==> src/rtl/cfg_pkg.sv <==
package cfg_pkg;

    typedef enum logic [1:0] {
        SZ_BYTE  = 2'd0,
        SZ_WORD  = 2'd1,
        SZ_DWORD = 2'd2,
        SZ_RSVD  = 2'd3
    } acc_size_e;

    typedef struct packed {
        logic [31:0] addr;
        logic [31:0] status;
        logic [31:0] resp;
        logic        rst_req;
    } state_t;

    localparam logic [31:0] STATUS_PRESENT = 32'h8000_0000;
    localparam logic [31:0] RESP_ABSENT    = 32'hFFFF_FFFF;

endpackage

==> src/rtl/cfg_lane_decode.sv <==
module cfg_lane_decode (
    input  logic [1:0] size,
    input  logic [1:0] offset,
    output logic [3:0] be
);
    import cfg_pkg::*;

    always_comb begin
        be = 4'b0000;
        case (acc_size_e'(size))
            SZ_BYTE:  be = 4'b0001 << offset;
            SZ_WORD:  be = offset[0] ? 4'b0000 : (4'b0011 << offset);
            SZ_DWORD: be = (offset == 2'd0) ? 4'b1111 : 4'b0000;
            default:  be = 4'b0000;
        endcase
    end
endmodule

==> src/rtl/cfg_slot_store.sv <==
module cfg_slot_store #(
    parameter logic [15:0] BDF_ID = 16'h0000,
    parameter int          DWORDS = 16
) (
    input  logic        clk,
    input  logic        rst_n,
    input  logic [15:0] q_bdf,
    input  logic [5:0]  q_reg,
    output logic        q_hit,
    output logic [31:0] q_data,
    input  logic        w_en,
    input  logic [15:0] w_bdf,
    input  logic [5:0]  w_reg,
    input  logic [3:0]  w_be,
    input  logic [31:0] w_data
);
    localparam int         IDX_W = (DWORDS > 1) ? $clog2(DWORDS) : 1;
    localparam logic [6:0] LIMIT = 7'(DWORDS);

    logic [31:0] mem_q [DWORDS];
    logic [31:0] mem_d [DWORDS];
    logic        q_in_range;
    logic        w_sel;

    always_comb begin
        q_hit      = (q_bdf == BDF_ID);
        q_in_range = ({1'b0, q_reg} < LIMIT);
        q_data     = q_in_range ? mem_q[q_reg[IDX_W-1:0]] : 32'h0;
        w_sel      = w_en && (w_bdf == BDF_ID) && ({1'b0, w_reg} < LIMIT);
    end

    always_comb begin
        mem_d = mem_q;
        if (w_sel) begin
            for (int b = 0; b < 4; b++) begin
                if (w_be[b]) begin
                    mem_d[w_reg[IDX_W-1:0]][8*b +: 8] = w_data[8*b +: 8];
                end
            end
        end
    end

    always_ff @(posedge clk) begin
        if (!rst_n) begin
            for (int i = 0; i < DWORDS; i++) begin
                mem_q[i] <= 32'h0;
            end
        end else begin
            mem_q <= mem_d;
        end
    end
endmodule

==> src/rtl/cfg_port_decoder.sv <==
module cfg_port_decoder #(
    parameter int                     NUM_SLOTS   = 2,
    parameter logic [NUM_SLOTS*16-1:0] SLOT_BDF   = 32'h000A_0000,
    parameter int                     SLOT_DWORDS = 16
) (
    input  logic        clk,
    input  logic        rst_n,
    input  logic [2:0]  io_addr,
    input  logic [1:0]  io_size,
    input  logic        io_wr,
    input  logic [31:0] io_wdata,
    output logic [31:0] io_rdata,
    output logic        reset_req
);
    import cfg_pkg::*;

    state_t      state_q, state_d;
    logic [3:0]  be;
    logic [31:0] wsh;
    logic [31:0] addr_nx;
    logic        rst_nx;
    logic        query_go;
    logic [NUM_SLOTS-1:0] hit_vec;
    logic [31:0] slot_data [NUM_SLOTS];
    logic        any_hit;
    logic [31:0] hit_data;
    logic [31:0] rd_word;
    logic [31:0] rd_shift;

    cfg_lane_decode u_lane (
        .size   (io_size),
        .offset (io_addr[1:0]),
        .be     (be)
    );

    assign wsh = io_wdata << {io_addr[1:0], 3'b000};

    // Address-port byte handling and reset-sequence detection.
    always_comb begin
        addr_nx  = state_q.addr;
        rst_nx   = 1'b0;
        query_go = 1'b0;
        if (io_wr && !io_addr[2]) begin
            if (be[0]) addr_nx[7:0] = {wsh[7:2], 2'b00};
            if (be[1]) begin
                if (wsh[10:9] == 2'b11 && state_q.addr[10:9] == 2'b01) begin
                    rst_nx = 1'b1;
                end else begin
                    addr_nx[15:8] = wsh[15:8];
                end
            end
            if (be[2]) addr_nx[23:16] = wsh[23:16];
            if (be[3]) addr_nx[31:24] = wsh[31:24];
            query_go = be[3];
        end
    end

    for (genvar s = 0; s < NUM_SLOTS; s++) begin : g_slot
        cfg_slot_store #(
            .BDF_ID (SLOT_BDF[s*16 +: 16]),
            .DWORDS (SLOT_DWORDS)
        ) u_store (
            .clk    (clk),
            .rst_n  (rst_n),
            .q_bdf  (addr_nx[23:8]),
            .q_reg  (addr_nx[7:2]),
            .q_hit  (hit_vec[s]),
            .q_data (slot_data[s]),
            .w_en   (io_wr && io_addr[2]),
            .w_bdf  (state_q.addr[23:8]),
            .w_reg  (state_q.addr[7:2]),
            .w_be   (be),
            .w_data (wsh)
        );
    end

    always_comb begin
        any_hit  = |hit_vec;
        hit_data = 32'h0;
        for (int s = 0; s < NUM_SLOTS; s++) begin
            if (hit_vec[s]) hit_data = hit_data | slot_data[s];
        end
    end

    always_comb begin
        state_d         = state_q;
        state_d.addr    = addr_nx;
        state_d.rst_req = rst_nx;
        if (query_go) begin
            state_d.status = any_hit ? STATUS_PRESENT : 32'h0;
            state_d.resp   = any_hit ? hit_data : RESP_ABSENT;
        end
    end

    always_ff @(posedge clk) begin
        if (!rst_n) begin
            state_q.addr    <= 32'h0;
            state_q.status  <= 32'h0;
            state_q.resp    <= RESP_ABSENT;
            state_q.rst_req <= 1'b0;
        end else begin
            state_q <= state_d;
        end
    end

    always_comb begin
        rd_word  = io_addr[2] ? state_q.resp : state_q.status;
        rd_shift = rd_word >> {io_addr[1:0], 3'b000};
        case (acc_size_e'(io_size))
            SZ_BYTE: io_rdata = {24'h0, rd_shift[7:0]};
            SZ_WORD: io_rdata = {16'h0, rd_shift[15:0]};
            default: io_rdata = rd_shift;
        endcase
    end

    assign reset_req = state_q.rst_req;
endmodule

==> config.mk <==
export PLATFORM = sky130hd
export DESIGN_NAME = cfg_port_decoder
export DESIGN_NICKNAME = d
export VERILOG_FILES = /design/src/rtl/cfg_pkg.sv /design/src/rtl/cfg_lane_decode.sv /design/src/rtl/cfg_slot_store.sv /design/src/rtl/cfg_port_decoder.sv
export SDC_FILE = /design/constraint.sdc
export NUM_CORES = 2
export LEC_CHECK = 0
export BUFFER_PORTS_ARGS = -buffer_cell sky130_fd_sc_hd__buf_2
export CORE_ASPECT_RATIO = 0.5
export CORE_MARGIN = 2
export CORE_UTILIZATION = 25
export DETAILED_ROUTE_END_ITERATION = 8
export SYNTH_ARGS = -nofsm -noshare
export SYNTH_HDL_FRONTEND = slang
export SYNTH_SLANG_ARGS = --single-unit
==> constraint.sdc <==
create_clock -name clk -period 2.5 [get_ports clk]
set_clock_uncertainty 0.15 [all_clocks]
set_input_delay 0 -clock clk [delete_from_list [all_inputs] [get_ports clk]]
set_output_delay 0 -clock clk [all_outputs]
set_load 0.005 [all_outputs]
==> metrics.yaml <==
yosys:
  synth_most_common_cell: "nand2_1"
  yosysWarningCount: 0
  ys_types: 62
  synth_edf_count: 0
  synthCells: 7237
  synth_nets: 7277
  syn_area_per_cell_sq_um: 7.63
  async_flop_share_pct: 0
  netlist.area_leader.share_pct: 39.2
  synth_flop_cell: "dfxtp_1"
  ys_top_cells_by_area: "dfxtp_1 39%, nand2_1 13%, a21boi_0 8.6%"
  ys_ff_latch: 1080
  ys_seq_area_share_pct: 39.2
  netlist_area_sq_mm: 0.0552
  synth_commonest_cells: "1840 x nand2_1, 1080 x dfxtp_1, 630 x a21boi_0"
  synth_top_area_cell: "dfxtp_1"
floorplanning:
  ioPinCount: 73
  dieArea_sq_mm: 0.225
  die_h_um: 336
  rows: 121
  coreArea_sq_mm: 0.218
  initial_core_util_pct: 25.3
  fp.dieW_um: 668
worst_setup_path:
  critical_path_required_ns: 3.01
  startpoint_type: "flip-flop"
  endpoint_kind: "flip-flop"
  worst-path-max-fanout: 8
  cp.arrival_ns: 3.21
  critPathKind: "flip-flop to flip-flop"
  reg2reg_from: "state_q[79]$_SDFF_PN0_"
  setup.worst_path.start: "state_q[79]$_SDFF_PN0_"
layout:
  drive_gt1_share_pct: 21.8
  n_fill_cell: 22500
  utilization_pct: 33.2
  multiInputGateArea_sq_mm: 0.0342
  regArea_sq_mm: 0.0216
  area_growth_pct: 31.3
  nets: 7667
detailed_routing:
  drtPass1Iterations: 8
  drt_iter0_markers: 6236
  vias_per_cell: 5.23
  dr_total_vias: 55800
  totalWireLength_um: 221000
  wl_per_cell_um: 20.7
  ant_nets: 0
  drc: 0
place:
  place_congestion: 0.962
  dp_hpwl_um: 145000
  io_buffers: 72
  dp_slack_ns: -0.691
flow_run:
  drv_cap: 0
worst_hold_path:
  hold_start: "io_wdata[13]"
  min_path_type: "input port to flip-flop"
power:
  p_sw_share_pct: 25.6
  pwr-share-seq_pct: 45.1
  p_int_mw: 28.6
  total_power_mw: 38.4
  ir_drop_uv: 560
  p_per_area_mw_per_mm2: 530
  p_clk_share_pct: 46.8
  p_sw_mw: 9.84
  combinationalPowerShare_pct: 8.1
  power_leakage_nw: 23.6
cts:
  cts_tree: "done"
  htree_levels: 3
  cts_buffer_depth: 3
  clk_latency_ns: 0.79
  cts_buffers: 114
  cts.sinks: 1080
  root_buffer: "clkbuf_16"
  clk_pin_slew_ns: 0.06
sta:
  finalCritPeriodShare_pct: 108
  finalSetupViolations: 662
  relSlewSlack_pct: 23.5
  hold_violations: 0
  setup_ws_ns: -0.195
  fmax_ghz: 0.371
  post-route-min-period_ns: 2.69
  max_slew.worst_pin.slew_ns: 1.14
  setup-tns-final_ns: -37.68
  maxSlewViolCount: 0
  rsz0062_at_grt: "true"
  hold_ws_ns: 0.0302
global_routing:
  gr-total-overflow: 0
  antenna_found_initial: 9
  grt_pass1_wl_um: 327000
  grtUsageTotal_pct: 18.6
  grt_max_degree: 226
  grt_pass1_vias: 51500
status:
  outcome: "finished with violations"
  violations: "negative setup slack"
==> final timing paths <==
check,to,slack [ns],cells past startpoint
worst min-delay path,state_q[78]$_SDFF_PN0_,0.03,8
worst max-delay path,g_slot[1].u_store.mem_q[435]$_SDFFE_PN0P_,-0.19,12
worst max register to register,g_slot[1].u_store.mem_q[435]$_SDFFE_PN0P_,-0.19,12
worst min register to register,g_slot[1].u_store.mem_q[358]$_SDFFE_PN0P_,0.30,2
==> layout by cell type, fill, tap and decap left out, drive strengths merged, types with 15 or more instances in the layout <==
cell	synthesis	final
nand3	202	202
and2	15	15
a21boi	780	780
clkinv	0	18
a21o	67	67
nand2b	263	263
o21ai	223	223
o2111a	19	19
a31o	17	17
nor3b	268	268
a2111oi	46	46
a211oi	138	138
nor2b	15	15
dfxtp	1080	1080
nor4	26	26
clkbuf	534	188
nor2	442	442
buf	96	871
o22a	80	80
a21oi	545	545
dlygate4sd3	0	24
mux2	48	48
mux2i	186	186
nand2	1840	1840
o22ai	66	66
a31oi	37	37
a311oi	128	128
nor3	18	18
==> repair_timing <==
item                                    in CTS  in global routing
gates cloned                                 6                  8
setup buffers                               17                 19
endpoints found under the setup margin    1040               1056
pin swaps                                  176                256
endpoints found under the hold margin      939                  0
gates resized for setup                    427                604
hold buffers                                25                  0
==> cells by family after synthesis <==
logic type / synth area share [%]
XOR/XNOR: 0.0159
AO/OA/AOI/OAI: 26.7
buffers and inverters: 4.65
AND/OR/NAND/NOR: 25.1
flip-flops: 39.2
multiplexers: 4.35
==> power groups by stage <==
| stage | combinational, mW | clock [mW] | sequential [mW] |
|---|---|---|---|
| after floorplan | 1.43 | 0 | 17.6 |
| after global placement | 2.85 | 0 | 17.7 |
| after detailed placement | 2.85 | 0 | 17.7 |
| after CTS | 2.93 | 18.1 | 17.3 |
| after global routing | 3.19 | 18.8 | 17.3 |
| final | 3.12 | 18.0 | 17.3 |
==> worst max-delay path: stages (launching register included) <==
cell and delay (ns):
dfxtp_2 0.32, or4_4 0.52, nor2_4 0.11, buf_6 0.10, nand4b_1 0.11, buf_4 0.18
buf_6 0.12, nor2_4 0.14, buf_12 0.18, clkbuf_16 0.20, buf_8 0.15, a21oi_2 0.06
nor3b_2 0.19
==> final cells by class <==
type / instances / area share (%)
Multi-Input combinational cell: 5521 / 47.1
Sequential cell: 1080 / 29.8
Timing Repair Buffer: 904 / 12.4
Tap cell: 2952 / 5.10
Clock buffer: 180 / 4.83
Clock inverter: 30 / 0.625
Inverter: 6 / 0.0311
Antenna cell: 1 / 0.00345
==> sequential cells by signal, summed over array words and instances (netlist names) <==
signal / cells
state_q: 55
g_slot.u_store.mem_q: 1024
reset_req: 1
==> metal layers <==
| layer | wire [um] | track usage [%] | up-vias |
|---|---|---|---|
| li1 | - | - | 25900 |
| met1 | 94600 | 25.1 | 27100 |
| met2 | 99000 | 29.5 | 2346 |
| met3 | 17700 | 2.99 | 436 |
| met4 | 10200 | 7.68 | 2 |
| met5 | 6 | 0 | - |
==> through the flow <==
stage | cells | area (sq um)
finish | 10700 | 72500
global route | 10700 | 72500
CTS | 10700 | 70100
detailed placement | 10400 | 64700
global placement | 10400 | 64700
floorplan | 7237 | 55200
Note: power is estimated with default switching activity, not from simulation.
